[src/rtl/clkcfg_pkg.sv]
package clkcfg_pkg;

    localparam int REG_COUNT  = 6;
    localparam int BYTE_W     = 8;
    localparam int SKIP_BYTES = 2;   // command and count bytes after the address

    typedef enum logic [1:0] {
        LS_IDLE,
        LS_RECV,
        LS_ACK,
        LS_IGNORE
    } link_state_e;

    typedef struct packed {
        logic start;
        logic stop;
        logic rise;
        logic fall;
        logic sda;
    } bus_evt_t;

    typedef struct packed {
        logic                    en;
        logic [$clog2(REG_COUNT)-1:0] idx;
        logic [BYTE_W-1:0]       data;
    } reg_wr_t;

    function automatic logic [BYTE_W-1:0] reg_default(int idx);
        case (idx)
            0:       return 8'h07;
            1:       return 8'hFF;
            2:       return 8'hFE;
            default: return 8'h00;
        endcase
    endfunction

    function automatic logic [BYTE_W-1:0] reg_writable(int idx);
        case (idx)
            0:       return 8'h0F;
            1:       return 8'hFF;
            2:       return 8'hFE;
            5:       return 8'hE0;
            default: return 8'h00;
        endcase
    endfunction

endpackage

[src/rtl/bus_sampler.sv]
module bus_sampler
    import clkcfg_pkg::*;
#(
    parameter int SYNC_STAGES = 2
) (
    input  logic     clk,
    input  logic     rst,
    input  logic     scl_i,
    input  logic     sda_i,
    output bus_evt_t evt
);
    localparam int MSB = SYNC_STAGES - 1;

    logic [MSB:0] scl_pipe;
    logic [MSB:0] sda_pipe;
    logic         scl_d;
    logic         sda_d;
    logic         scl_now;
    logic         sda_now;

    generate
        if (SYNC_STAGES > 1) begin : g_multi
            always_ff @(posedge clk) begin
                if (rst) begin
                    scl_pipe <= '1;
                    sda_pipe <= '1;
                end else begin
                    scl_pipe <= {scl_pipe[MSB-1:0], scl_i};
                    sda_pipe <= {sda_pipe[MSB-1:0], sda_i};
                end
            end
        end else begin : g_single
            always_ff @(posedge clk) begin
                if (rst) begin
                    scl_pipe <= '1;
                    sda_pipe <= '1;
                end else begin
                    scl_pipe <= scl_i;
                    sda_pipe <= sda_i;
                end
            end
        end
    endgenerate

    always_ff @(posedge clk) begin
        if (rst) begin
            scl_d <= 1'b1;
            sda_d <= 1'b1;
        end else begin
            scl_d <= scl_now;
            sda_d <= sda_now;
        end
    end

    assign scl_now = scl_pipe[MSB];
    assign sda_now = sda_pipe[MSB];

    always_comb begin
        evt.start = scl_now & scl_d & sda_d & ~sda_now;
        evt.stop  = scl_now & scl_d & ~sda_d & sda_now;
        evt.rise  = scl_now & ~scl_d;
        evt.fall  = ~scl_now & scl_d;
        evt.sda   = sda_now;
    end

endmodule

[src/rtl/byte_link.sv]
module byte_link
    import clkcfg_pkg::*;
#(
    parameter logic [6:0] DEV_ADDR = 7'h69,
    parameter int         NREG     = REG_COUNT
) (
    input  logic     clk,
    input  logic     rst,
    input  bus_evt_t evt,
    output logic     sda_oe,
    output reg_wr_t  wr
);
    localparam int FIRST_DATA = SKIP_BYTES + 1;
    localparam int POS_MAX    = FIRST_DATA + NREG;
    localparam int POS_W      = $clog2(POS_MAX + 1);
    localparam int IDX_W      = $clog2(REG_COUNT);

    link_state_e       state;
    logic [3:0]        bitcnt;
    logic [BYTE_W-1:0] shreg;
    logic [POS_W-1:0]  pos;

    logic             addr_ok;
    logic             accept;
    logic             is_data;
    logic [POS_W-1:0] slot;

    always_comb begin
        addr_ok = (shreg[7:1] == DEV_ADDR) && (shreg[0] == 1'b0);
        accept  = (pos != '0) || addr_ok;
        is_data = (pos >= POS_W'(FIRST_DATA)) && (pos < POS_W'(POS_MAX));
        slot    = pos - POS_W'(FIRST_DATA);
    end

    always_ff @(posedge clk) begin
        wr.en <= 1'b0;
        if (rst) begin
            state   <= LS_IDLE;
            bitcnt  <= '0;
            shreg   <= '0;
            pos     <= '0;
            sda_oe  <= 1'b0;
            wr.idx  <= '0;
            wr.data <= '0;
        end else if (evt.start) begin
            state  <= LS_RECV;
            bitcnt <= '0;
            pos    <= '0;
            sda_oe <= 1'b0;
        end else if (evt.stop) begin
            state  <= LS_IDLE;
            sda_oe <= 1'b0;
        end else begin
            case (state)
                LS_RECV: begin
                    if (evt.rise && bitcnt < 4'd8) begin
                        shreg  <= {shreg[6:0], evt.sda};
                        bitcnt <= bitcnt + 4'd1;
                    end else if (evt.fall && bitcnt == 4'd8) begin
                        if (accept) begin
                            state  <= LS_ACK;
                            sda_oe <= 1'b1;
                            if (is_data) begin
                                wr.en   <= 1'b1;
                                wr.idx  <= slot[IDX_W-1:0];
                                wr.data <= shreg;
                            end
                        end else begin
                            state <= LS_IGNORE;
                        end
                    end
                end
                LS_ACK: begin
                    if (evt.fall) begin
                        sda_oe <= 1'b0;
                        state  <= LS_RECV;
                        bitcnt <= '0;
                        if (pos != POS_W'(POS_MAX)) pos <= pos + 1'b1;
                    end
                end
                default: ;
            endcase
        end
    end

endmodule

[src/rtl/cfg_bank.sv]
module cfg_bank
    import clkcfg_pkg::*;
#(
    parameter int NREG = REG_COUNT
) (
    input  logic                     clk,
    input  logic                     rst,
    input  reg_wr_t                  wr,
    output logic [NREG*BYTE_W-1:0]   regs
);
    localparam int IDX_W = $clog2(REG_COUNT);

    for (genvar g = 0; g < NREG; g++) begin : g_reg
        localparam logic [BYTE_W-1:0] DEF  = reg_default(g);
        localparam logic [BYTE_W-1:0] MASK = reg_writable(g);
        logic [BYTE_W-1:0] q;

        always_ff @(posedge clk) begin
            if (rst) begin
                q <= DEF;
            end else if (wr.en && wr.idx == IDX_W'(g)) begin
                q <= wr.data & MASK;
            end
        end

        assign regs[g*BYTE_W +: BYTE_W] = q;
    end

endmodule

[src/rtl/clkcfg_smb_slave.sv]
module clkcfg_smb_slave
    import clkcfg_pkg::*;
#(
    parameter logic [6:0] DEV_ADDR    = 7'h69,
    parameter int         NREG        = REG_COUNT,
    parameter int         SYNC_STAGES = 2
) (
    input  logic                   clk,
    input  logic                   rst,
    input  logic                   scl_i,
    input  logic                   sda_i,
    output logic                   sda_oe,
    output logic [NREG*BYTE_W-1:0] regs_o,
    output logic [7:0]             sdram_en,
    output logic [6:0]             pci_en,
    output logic                   cpu_itp_en,
    output logic                   usb_en,
    output logic                   dot_en,
    output logic                   ss_on,
    output logic                   ss_center,
    output logic [1:0]             ss_amount
);
    bus_evt_t evt;
    reg_wr_t  wr;

    bus_sampler #(.SYNC_STAGES(SYNC_STAGES)) i_sampler (
        .clk   (clk),
        .rst   (rst),
        .scl_i (scl_i),
        .sda_i (sda_i),
        .evt   (evt)
    );

    byte_link #(.DEV_ADDR(DEV_ADDR), .NREG(NREG)) i_link (
        .clk    (clk),
        .rst    (rst),
        .evt    (evt),
        .sda_oe (sda_oe),
        .wr     (wr)
    );

    cfg_bank #(.NREG(NREG)) i_bank (
        .clk  (clk),
        .rst  (rst),
        .wr   (wr),
        .regs (regs_o)
    );

    // named views of the stored bytes
    assign cpu_itp_en = regs_o[0];
    assign usb_en     = regs_o[1];
    assign dot_en     = regs_o[2];
    assign ss_on      = regs_o[3];
    assign sdram_en   = regs_o[15:8];
    assign pci_en     = regs_o[23:17];
    assign ss_amount  = regs_o[46:45];
    assign ss_center  = regs_o[47];

endmodule

[config.mk]
export PLATFORM = sky130hd
export DESIGN_NAME = clkcfg_smb_slave
export DESIGN_NICKNAME = d
export VERILOG_FILES = /design/src/rtl/clkcfg_pkg.sv /design/src/rtl/bus_sampler.sv /design/src/rtl/byte_link.sv /design/src/rtl/cfg_bank.sv /design/src/rtl/clkcfg_smb_slave.sv
export SDC_FILE = /design/constraint.sdc
export NUM_CORES = 1
export LEC_CHECK = 0
export ABC_AREA = 1
export BUFFER_PORTS_ARGS = -buffer_cell sky130_fd_sc_hd__buf_2
export CAP_MARGIN = 30
export CORE_ASPECT_RATIO = 0.7
export CORE_UTILIZATION = 53
export DETAILED_ROUTE_END_ITERATION = 10
export PLACE_DENSITY = 0.89
export RECOVER_POWER = 25
export SLEW_MARGIN = 15
export SYNTH_ARGS = -nofsm -noshare
export SYNTH_HDL_FRONTEND = slang
export SYNTH_HIERARCHICAL = 1
export SYNTH_SLANG_ARGS = --single-unit
export TNS_END_PERCENT = 10
[constraint.sdc]
create_clock -name clk -period 1.7 [get_ports clk]
set_input_delay 0.17 -clock clk [delete_from_list [all_inputs] [get_ports clk]]
set_output_delay 0.17 -clock clk [all_outputs]
set_load 0.05 [all_outputs]
==> impl_results.md <==
- Fill count: around 500
- First-pass GRT wire length: 8780 um
- Maximum VDD drop: between 0.7 and 0.8 mV
- Top cells by area, synth: dfxtp_1, buf_4, nand2_1
- Count of pins over their slew limit: 0
- Share of layout cells above drive strength 1: between 10% and 20%
- Final min period: between 1500 and 2000 ps
- Critical path peak fanout: 23
- Drt drc: 0
- Max-slew headroom: ~56%
- Cell taking the most area after synthesis: dfxtp_1
- Synthesized area per cell: 7.41 sq um
- Max-cap violation count: 0
- Final TNS setup: 0 ps
- Slowest cell delay on critical path: roughly 400 ps
- Drt pass-1 iters: 4
- Worst-path clk slew: 70 ps
- Violation count after the first detailed-route iteration: between 200 and 250
- Internal power: about 2.3 mW
- CTS tree: done
- Remaining antenna violation count: 0
- Root Driver: clkbuf_8
- Die Y: roughly 65 um
- Status: complete, no violations
- Ys Warns: 6
- Initial antenna violation count: 0
- Initial Utilization: a little under three fifths
- CP Class: reg2reg
- CTS Buffer Depth: 2
- Synth Register Bits: roughly 60
- Final Cell Area: ~3200 sq um
- Largest net degree at the start of global routing: 24
- CTS Buf Count: 9
- Std cell rows: 22
- Clk network pwr share: 37.1%
- Gr ovfl total: 0
- Final period utilization: a little over nine tenths
- Combinational share of power: about a fifth
- Worst Hold Path Cells: 2
- P_leak: approximately 1.6 nW
- Final Setup Violations: 0
- Worst Path Required: just under 2000 ps
- Worst-margin pin slew: around 670 ps
- Ant. Diodes: 0
- Worst hold start: rst
- Post-DP HPWL: ~4000 um
- Hold EP: i_link/state[0]
- Max H-tree Level: 3
- FF-to-FF path depth: 7
- Syn Inst Count: about 410
- Clk sink count: slightly below 60
- HP Class: in2reg
- Sequential power share: between 40% and 50%
- Buf/Inv on CP: 1
- Placeable Area: approximately 5400 sq um
- CP Launch Type: flop
- Via/cell ratio: 4.61
- Crit-path cells: inv_2 > ha_1 > nor3b_2 > nand2_2 > nand3_4 > nor2_1 > nor2_1
- Fin util: roughly three fifths
- I/O Pins: between 70 and 80
- GRT Total Usage: a little under a fifth
- Layout area overhead: 7.18%
- Placed Area: around 3000 sq um
- R2r startpoint: i_link/pos[0]
- Crit path arrival time: ~1900 ps
- Endpoints failing hold: 0
- CP top delay family: simple AND/OR/NAND/NOR gates
- Critical R2R Capture: i_link/wr[7]
- F_max: between 600 and 700 MHz
- Port bufs: 48
- Crit. End Element: flop
- Slowest CP cell: dfxtp_1
- Switch Pwr: between 1 and 1.5 mW
- RSZ-0062 raised after global routing: yes
- Post-Syn Area: between 3000 and 4000 sq um
- Final WL: roughly 5500 um
- Final Skew: roughly 4.7 ps
- Synth top area share: about 40%
- Nets: approximately 450
- Number of global-route vias before repair: a little under 2000
- Vias post-DR: around 2400
- Crit-path most repeated cell: nor2_1
- Post-synthesis cell type count: 28
- Die W: 92.4 um
- Clock Latency Late Sink: between 300 and 400 ps
- Power Dens Cells: approximately 1000 nW/um^2
- Sw Share: approximately a third
- RD Place Congestion: a little over 0.9
- Routed length per instance: between 10 and 15 um
- R2R Setup Slk: between 80 and 90 ps
- Die ar.: roughly 6000 sq um
- Post-synthesis sequential area ratio: 39.0%
## cells in the final DEF (no fill, tap or decap), types with 13 or more instances in the layout
cell,instances
nand2_1,64
o21ai_0,13
clkbuf_1,18
a21oi_1,15
dfxtp_1,59
conb_1,26
nor2_1,52
inv_1,48
nand3_1,44
buf_2,30
## how the worst max path moves through the flow
stage	cells after the start	start	to	slack (ps)
after detailed placement	9	i_link/pos[0]	i_link/wr[3]	90
final	7	i_link/pos[0]	i_link/wr[7]	90
after CTS	9	i_link/pos[0]	i_link/wr[7]	60
after global placement	7	i_link/pos[0]	i_link/wr[9]	170
after global routing	7	i_link/pos[0]	i_link/wr[3]	-30
after floorplan	6	i_link/state[0]	i_link/bitcnt[3]	320
## cell usage after synthesis
library cell,count
inv_1,49
o21ai_2,2
nand3_1,45
a211oi_1,1
nand2_2,11
inv_2,3
dfxtp_1,59
buf_4,52
or2_1,4
conb_1,1
ha_1,8
nand3_4,1
nor3b_2,1
o21bai_1,1
nor3_1,3
buf_2,2
nor2_2,2
nor2_1,53
nand2_1,65
xor2_1,3
o21ai_0,13
buf_6,3
nand4_1,1
nand3_2,2
a21oi_1,16
clkbuf_1,3
nor2_4,4
nor3_2,1
## layer usage
metal  up-vias  global-route usage (%)  routed length [um]
met5         -                       0                   0
met1      1049                    24.9                2660
met4         0                    9.57                  71
met3         5                    6.25                 337
li1       1257                       -                   -
met2        66                    28.2                2400
## power by group through the flow
stage | Combinational [mW] | Clock, mW | Sequential, mW
final | 0.626 | 1.23 | 1.47
after global routing | 0.698 | 1.35 | 1.48
after CTS | 0.601 | 1.27 | 1.47
after detailed placement | 0.596 | 0 | 1.50
after global placement | 0.577 | 0 | 1.50
after floorplan | 0.549 | 0 | 1.49
## cell type report
cell class / instances / area, sq um / share of cell area [%]
multi-input cells: 263 / 1320 / 40.7
clock inverters: 7 / 68.8 / 2.12
well taps: 72 / 90.1 / 2.77
repair buffers: 54 / 268 / 8.24
clock buffers: 9 / 124 / 3.81
inverters: 52 / 195 / 6.01
flip-flops and latches: 59 / 1180 / 36.4
## what timing repair did
item	CTS	global route
hold buffers	2	0
gates resized for setup	0	6
setup endpoints to repair	0	20
buffers inserted	0	0
hold endpoints to repair	2	0
## cells by family after synthesis
logic type	share of synthesized area [%]
flops	39.0
buf+inv	21.1
other cells	0.124
simple gates	29.7
fa+ha+maj	3.30
compound gates	5.86
xor+xnor	0.867
## through the flow
step | cells | hold WS, ps | power [mW] | setup slack (ps)
floorplan | 434 | 239 | 2.04 | 325
global placement | 498 | 350 | 2.07 | 171
detailed placement | 498 | 355 | 2.09 | 91.1
CTS | 516 | 114 | 3.34 | 58.0
global route | 516 | 122 | 3.52 | -30.7
finish | 516 | 133 | 3.33 | 86.8
## flip-flops by register name, indices dropped and copies added (netlist names)
register,flops
i_bank/g.q,22
i_link/wr,12
i_link/shreg,8
i_link/bitcnt,4
i_link/pos,4
i_link/state,2
i_sampler/scl_pipe,2
i_sampler/sda_pipe,2
i_link/sda_oe,1
i_sampler/scl_d,1
i_sampler/sda_d,1
Note: power is estimated with default switching activity, not from simulation.
